File: src/rtl/lzc_pkg.sv
package lzc_pkg;
  typedef enum logic [0:0] {
    EXP_IDLE = 1'b0,
    EXP_RUN  = 1'b1
  } exp_state_t;
endpackage

File: src/rtl/lzc_expander.sv
module lzc_expander
  import lzc_pkg::*;
#(
  parameter int SYM_W   = 8,
  parameter int DICT_AW = 8,
  parameter int LEN_W   = 4,
  parameter int IDX_W   = 16
) (
  input  logic               clk,
  input  logic               rst,
  input  logic               cw_valid,
  input  logic [DICT_AW-1:0] cw_dist,
  input  logic [LEN_W-1:0]   cw_len,
  input  logic [SYM_W-1:0]   cw_lit,
  output logic               cw_ready,
  input  logic               src_empty,
  input  logic [SYM_W-1:0]   src_sym,
  output logic               src_pop,
  output logic [DICT_AW-1:0] hist_raddr,
  input  logic [SYM_W-1:0]   hist_rdata,
  output logic               hist_we,
  output logic [DICT_AW-1:0] hist_waddr,
  output logic [SYM_W-1:0]   hist_wdata,
  output logic [DICT_AW-1:0] held_dist,
  output logic [LEN_W-1:0]   held_len,
  output logic [SYM_W-1:0]   held_lit,
  output logic               fin_ok,
  output logic               fin_bad,
  output logic [IDX_W-1:0]   bad_idx
);
  exp_state_t         state_q;
  logic [DICT_AW-1:0] dist_q, wptr_q;
  logic [LEN_W-1:0]   len_q, cnt_q;
  logic [SYM_W-1:0]   lit_q;
  logic               bad_q;
  logic [IDX_W-1:0]   bad_idx_q, sym_idx_q;

  logic             step, is_lit, mism, fin;
  logic [SYM_W-1:0] rec;

  assign cw_ready   = (state_q == EXP_IDLE);
  assign step       = (state_q == EXP_RUN) && !src_empty;
  assign is_lit     = (cnt_q == len_q);
  assign hist_raddr = wptr_q - dist_q - DICT_AW'(1);
  assign rec        = is_lit ? lit_q : hist_rdata;
  assign mism       = step && (rec != src_sym);
  assign fin        = step && is_lit;

  assign src_pop    = step;
  assign hist_we    = step;
  assign hist_waddr = wptr_q;
  assign hist_wdata = rec;

  assign fin_ok  = fin && !bad_q && !mism;
  assign fin_bad = fin && (bad_q || mism);
  assign bad_idx = bad_q ? bad_idx_q : sym_idx_q;

  assign held_dist = dist_q;
  assign held_len  = len_q;
  assign held_lit  = lit_q;

  always_ff @(posedge clk) begin
    if (rst) begin
      state_q   <= EXP_IDLE;
      dist_q    <= '0;
      len_q     <= '0;
      lit_q     <= '0;
      cnt_q     <= '0;
      bad_q     <= 1'b0;
      bad_idx_q <= '0;
      sym_idx_q <= '0;
      wptr_q    <= '0;
    end else begin
      case (state_q)
        EXP_IDLE: begin
          if (cw_valid) begin
            dist_q  <= cw_dist;
            len_q   <= cw_len;
            lit_q   <= cw_lit;
            cnt_q   <= '0;
            bad_q   <= 1'b0;
            state_q <= EXP_RUN;
          end
        end
        default: begin
          if (step) begin
            wptr_q    <= wptr_q + DICT_AW'(1);
            sym_idx_q <= sym_idx_q + IDX_W'(1);
            cnt_q     <= cnt_q + LEN_W'(1);
            if (mism && !bad_q) begin
              bad_q     <= 1'b1;
              bad_idx_q <= sym_idx_q;
            end
            if (is_lit) state_q <= EXP_IDLE;
          end
        end
      endcase
    end
  end


  accept_busy_chk: assert property (@(posedge clk) disable iff (rst)
    (cw_valid && cw_ready) |=> !cw_ready);

  busy_until_fin_chk: assert property (@(posedge clk) disable iff (rst)
    (!cw_ready && !fin) |=> !cw_ready);
endmodule

File: config.mk
export PLATFORM = sky130hd
export DESIGN_NAME = lzc_expander
export DESIGN_NICKNAME = d
export VERILOG_FILES = /design/src/rtl/lzc_pkg.sv /design/src/rtl/lzc_expander.sv
export SDC_FILE = /design/constraint.sdc
export NUM_CORES = 1
export LEC_CHECK = 0
export ABC_AREA = 0
export ABC_CLOCK_PERIOD_IN_PS = 7100
export BUFFER_PORTS_ARGS = -buffer_cell sky130_fd_sc_hd__buf_4
export CAP_MARGIN = 40
export CORE_UTILIZATION = 56
export CTS_CLUSTER_SIZE = 28
export DETAILED_ROUTE_END_ITERATION = 8
export PLACE_DENSITY = 0.86
export SYNTH_ARGS = -nofsm -noshare
export SYNTH_HDL_FRONTEND = slang
export SYNTH_SLANG_ARGS = --single-unit
File: constraint.sdc
create_clock -name clk -period 7.1 [get_ports clk]
set_clock_uncertainty 0.05 [all_clocks]
set_input_delay 1.065 -clock clk [delete_from_list [all_inputs] [get_ports clk]]
set_output_delay 1.065 -clock clk [all_outputs]
set_load 0.1 [all_outputs]
==> results.yml, run 1 <==
run_status:
  outcome: "finished, final reports clean"
drt:
  drt-met1-wl_mm: 3.67
  routed-wl-met2_mm: 3.99
  dr.pass1.iters: 4
  ant_nets: 0
  wirelength_mm: 8.39
  highest_layer: "met4"
  routed_via_density: 5.36
  drc: 0
  wl_per_cell_um: 14.2
  drtIter0Drc: 101
  vias: 3164
  wl_met3_um: 525
global_route:
  grt_pass1_wl_mm: 13.4
  grt.total_usage: 0.269
  antenna_found_initial: 0
  grt_overflow: 0
  grt_max_degree: 83
  grt_pass1_vias: 2941
yosys:
  netlist_area_um2: 3520
  synth_top_area_frac: 0.376
  synth.avg_cell_area_um2: 8.52
  synthDistinctLibCells: 42
  synth_edf_count: 0
  netlist_instances: 413
  seq_area_frac_synth: 0.376
  ys_warn_count: 0
  synth_top_area_cell: "dfxtp_1"
  ys_async_sr_fraction: 0
  yosys_register_bits: 66
  synth_area_leaders: "dfxtp_1 38%, nand2_1 7.5%, xor2_1 6.2%, nand2b_1 5.9%, mux2_2 5.4%"
  synth-main-ff-cell: "dfxtp_1"
  synth_fp_nets: 464
place:
  place_congestion: 0.794
  dp_cells: 575
  dp_slack_ns: 3.25
  portBuffers: 104
  hpwlAfterDp_mm: 5.98
power_and_ir_drop:
  p_per_area_nw_per_um2: 227
  p_int_mw: 0.632
  power_mw: 1.03
  p_leak_nw: 2.07
  p_comb_frac: 0.318
  clock_power_share: 0.301
  swShare: 0.385
  vdd_drop_max_mv: 0.163
  p_sw_mw: 0.395
  seqPwrFrac: 0.381
final_layout:
  multi_input_area_um2: 2030
  seq_area_um2: 1320
  area_growth_pct: 28.7
  fill_cells: 464
  layout_commonest_cell: "buf_4"
  layout_common_cells: "104 x buf_4, 70 x nand2_1, 66 x dfxtp_1"
  stdcell_count: 590
  drive_above_1_share: 0.280
  diodes: 0
  nets: 562
sta:
  slew_headroom: 0.449
  setup_viol: 0
  holdWs_ns: 0.424
  fin_tns_setup_ns: 0
  fmax_mhz: 252
  rsz0062_at_grt: "false"
  report.final.slew_viol_count: 0
  fin_crit_sh: 0.560
  layout_setup_ws_ns: 3.13
  hold_violations: 0
  worstMarginPinSlew_ns: 0.825
  fin_crit_ns: 3.97
critical_path:
  critPathLaunchType: "flop"
  cp_slowest_cell: "or4_4"
  arrival_ns: 2.86
  crit_chain: "xor2_1 -> or4_4 -> mux2_4 -> xor2_2 -> nor3_1 -> and3_1 -> buf_4"
  cp_max_fo: 12
  cp-end-kind: "primary output"
  cpPeakStageDelay_ns: 0.68
  cp.required_ns: 5.98
  crit_type: "reg2out"
clock_tree:
  cts_htree_levels: 3
  clockBufferDepth: 2
  tritoncts: "yes"
  post_cts_buffers: 0
  insertion_delay_ns: 0.34
  numCtsBuffers: 9
  holdBufCountCts: 0
  cts-root-buf: "clkbuf_8"
  clk_pin_slew_ns: 0.07
  cts.sinks: 66
  cts_resized: 0
die:
  die_y_um: 81.3
  dieArea_um2: 6600
  die_w_um: 81.3
  start_util: 0.587
  rows: 28
  core_um2: 5990
  pin_count: 105
worst_hold_path:
  holdCritPathClass: "reg2reg"
flow_run:
  maxCapViolCount: 0
-- cell type report --
class                      count  share of cell area
tap                           75              0.0207
timing repair buffer         106               0.182
sequential                    66               0.292
clock buffer                  12              0.0321
clock inverter                 3             0.00884
inverter                      19              0.0158
multi-input combinational    309               0.449
-- routing by layer --
layer	global-route usage	vias to the layer above
met5	0	-
met4	0.136	0
met3	0.0753	21
met2	0.440	99
met1	0.321	1465
li1	-	1579
-- power by group through the flow --
stage / Clock [mW] / Sequential (mW) / Combinational, mW
6_report: 0.310 / 0.391 / 0.327
5_1_grt: 0.330 / 0.392 / 0.340
4_1_cts: 0.314 / 0.391 / 0.326
3_5_place_dp: 0 / 0.399 / 0.326
3_3_place_gp: 0 / 0.399 / 0.319
2_1_floorplan: 0 / 0.449 / 0.205
-- state kept, by name, summed over array words and instances (netlist names) --
signal      count
state_q         1
held_len        4
hist_waddr      8
bad_q           1
cnt_q           4
sym_idx_q      16
bad_idx_q      16
held_lit        8
held_dist       8
-- synth_stat cells, drive strengths merged, types with 4 or more instances --
| master | number |
|---|---|
| o22ai | 4 |
| xnor2 | 8 |
| mux2i | 19 |
| nand4 | 11 |
| nand3 | 5 |
| or3 | 4 |
| and3 | 4 |
| xor2 | 26 |
| nor2 | 32 |
| inv | 18 |
| dfxtp | 66 |
| o41ai | 4 |
| mux2 | 18 |
| nand2b | 33 |
| buf | 5 |
| a21oi | 32 |
| ha | 10 |
| o21ai | 7 |
| nand2 | 70 |
| clkbuf | 14 |
-- logic make-up after synthesis --
logic type | share of synthesized area
AOI/OAI and AO/OA | 0.109
xor gates and xnor gates | 0.0868
adders and majority gates | 0.0413
buffers and inverters | 0.0470
DFF | 0.376
muxes | 0.113
and+or+nand+nor | 0.227
-- per-stage QoR --
stage	area, µm²	utilization
floorplan	3520	-
global placement	4300	0.718
detailed placement	4340	0.725
CTS	4530	0.756
global route	4530	0.756
finish	4530	0.756
-- path summary, 6_finish.rpt --
path                start             to  slack (ns)  cells past startpoint
max reg2reg      cnt_q[2]  bad_idx_q[15]        4.27                      7
min          held_dist[5]   held_dist[5]        0.42                      2
max              cnt_q[2]         fin_ok        3.13                      7
min reg2reg  held_dist[5]   held_dist[5]        0.42                      2
-- worst max-delay path, delay by kind of cell (launching register included) --
| family | cells | cell delay [ns] |
|---|---|---|
| DFF | 1 | 0.35 |
| xor gates and xnor gates | 2 | 0.40 |
| and+or+nand+nor | 3 | 1.12 |
| muxes | 1 | 0.35 |
| buffers and inverters | 1 | 0.28 |
(Power assumes the default switching activity.)
==> run 2: changes to the inputs <==
--- a/config.mk
+++ b/config.mk
@@ -6,13 +6,13 @@
 export NUM_CORES = 1
 export LEC_CHECK = 0
 export ABC_AREA = 0
-export ABC_CLOCK_PERIOD_IN_PS = 7100
+export ABC_CLOCK_PERIOD_IN_PS = 4100
 export BUFFER_PORTS_ARGS = -buffer_cell sky130_fd_sc_hd__buf_4
 export CAP_MARGIN = 40
-export CORE_UTILIZATION = 56
+export CORE_UTILIZATION = 52
 export CTS_CLUSTER_SIZE = 28
 export DETAILED_ROUTE_END_ITERATION = 8
-export PLACE_DENSITY = 0.86
+export PLACE_DENSITY = 0.8
 export SYNTH_ARGS = -nofsm -noshare
 export SYNTH_HDL_FRONTEND = slang
 export SYNTH_SLANG_ARGS = --single-unit
==> constraint.sdc (replaced) <==
create_clock -name clk -period 4.1 [get_ports clk]
set_clock_uncertainty 0.05 [all_clocks]
set_input_delay 0.615 -clock clk [delete_from_list [all_inputs] [get_ports clk]]
set_output_delay 0.615 -clock clk [all_outputs]
set_load 0.1 [all_outputs]
==> results.yml, run 2 (synthesized netlist as in run 1, its figures left out) <==
drt:
  vias: 3148
  drc: 12
  ant_nets: 0
  wirelength_mm: 8.75
  routed_via_density: 5.32
  dr.pass1.iters: 6
  drtIter0Drc: 150
  wl_per_cell_um: 14.8
place:
  placed_area_um2: 4340
  dp_slack_ns: 0.884
  portBuffers: 104
  place_congestion: 0.906
  hpwlAfterDp_mm: 6.01
critical_path:
  rr_worst_depth: 7
  critPathLaunchType: "flop"
  arrival_ns: 2.94
  cp-end-kind: "primary output"
  cp_max_fo: 12
  cp_slowest_cell: "or4_4"
  cp.required_ns: 3.43
  cpPeakStageDelay_ns: 0.67
  reg2reg_to: "bad_idx_q[12]"
  crit_chain: "xor2_1 -> or4_4 -> mux2_4 -> xor2_2 -> nor3_1 -> and3_2 -> buf_4"
  cpLargestDelayFamily: "simple AND/OR/NAND/NOR gates"
  critical_path_buf_inv_count: 1
  rr_startpoint: "cnt_q[2]"
  crit_type: "reg2out"
  r2r_slack_ns: 1.35
clock_tree:
  cts.sinks: 66
  cts-root-buf: "clkbuf_8"
  post_cts_buffers: 0
  cts_htree_levels: 3
  clk_pin_slew_ns: 0.07
  insertion_delay_ns: 0.35
  tritoncts: "yes"
  holdBufCountCts: 0
  cts_resized: 0
  clockBufferDepth: 2
  numCtsBuffers: 9
sta:
  fin_crit_sh: 0.880
  fmax_mhz: 277
  fin_tns_setup_ns: 0
  setup_viol: 0
  hold_violations: 0
  layout_setup_ws_ns: 0.492
  report.final.slew_viol_count: 0
  worstMarginPinSlew_ns: 0.816
  slew_headroom: 0.455
  fin_crit_ns: 3.61
  rsz0062_at_grt: "false"
power_and_ir_drop:
  clock_power_share: 0.333
  seqPwrFrac: 0.364
  vdd_drop_max_mv: 0.287
  p_leak_nw: 2.08
  power_mw: 1.86
  p_per_area_nw_per_um2: 409
  swShare: 0.370
  p_comb_frac: 0.303
  p_sw_mw: 0.689
  p_int_mw: 1.17
worst_hold_path:
  holdCritPathClass: "reg2reg"
  worstHoldStart: "bad_idx_q[10]"
  holdPathStages: 2
  hold_end: "bad_idx_q[10]"
final_layout:
  postLayoutCellArea_um2: 4550
  nets: 562
  drive_above_1_share: 0.285
  fill_cells: 504
  reg_top3: "bad_idx_q (16), sym_idx_q (16)"
  layout_commonest_cell: "buf_4"
  diodes: 0
  layout_common_cells: "106 x buf_4, 70 x nand2_1, 66 x dfxtp_1"
  area_growth_pct: 29.5
die:
  start_util: 0.548
  pin_count: 105
  rows: 29
  die_y_um: 84.2
  core_um2: 6420
  die_w_um: 84.2
  dieArea_um2: 7100
global_route:
  grt_max_degree: 83
  grt_overflow: 0
  grt.total_usage: 0.262
  grt_pass1_vias: 3246
  grt_pass1_wl_mm: 14.8
  antenna_found_initial: 0
run_status:
  outcome: "finished, violations left"
  violations: "DRC"
flow_run:
  maxCapViolCount: 0
## run 2: cell count changes in the layout (fill, tap and decap cells not counted), sizes merged
cell    before  now
clkbuf      12   13
bufinv       1    2
clkinv       3    1
## run 2: layout make-up
cell class / count / area [µm²] / share of cell area
multi-input combinational: 309 / 2050 / 0.450
tap: 77 / 96.3 / 0.0212
timing repair buffer: 106 / 796 / 0.175
clock inverter: 2 / 60.1 / 0.0132
inverter: 19 / 71.3 / 0.0157
clock buffer: 13 / 159 / 0.0349
sequential: 66 / 1320 / 0.290
## run 2: worst min-delay path, cell delays in order, from the launching register on
cell      delay [ns]
dfxtp_1         0.31
nand2b_1        0.06
mux2i_1         0.06
## run 2: power groups by stage
stage	combinational, mW	sequential, mW	clock (mW)
after CTS	0.565	0.677	0.630
after floorplan	0.357	0.777	0
final	0.564	0.677	0.620
after global routing	0.589	0.680	0.654
after detailed placement	0.562	0.691	0
after global placement	0.556	0.691	0
## run 2: worst max path at each step
stage | start | cells after the start | slack [ns] | endpoint
after floorplan | held_len[2] | 4 | -0.72 | hist_wdata[1]
after global placement | cnt_q[2] | 7 | 0.93 | fin_ok
after detailed placement | cnt_q[2] | 7 | 0.88 | fin_ok
after CTS | cnt_q[2] | 7 | 0.48 | fin_ok
after global routing | cnt_q[2] | 7 | 0.32 | fin_ok
final | cnt_q[2] | 7 | 0.49 | fin_ok
## run 2: layer usage
metal  up-vias  global-route usage  wire length, µm  share of wire
met5         -                   0                0              0
met4         0               0.136              173          0.020
met3        18              0.0629              629          0.072
met2       111               0.449             4160           0.47
met1      1440               0.305             3790           0.43
li1       1579                   -                -              -
## run 2: metrics by stage
stage | instances | hold WS [ns] | util
2_1_floorplan | 413 | 0.398 | -
6_report | 592 | 0.425 | 0.709
4_1_cts | 592 | 0.426 | 0.709
5_1_grt | 592 | 0.447 | 0.709
3_3_place_gp | 577 | 0.407 | 0.675
3_5_place_dp | 577 | 0.416 | 0.675
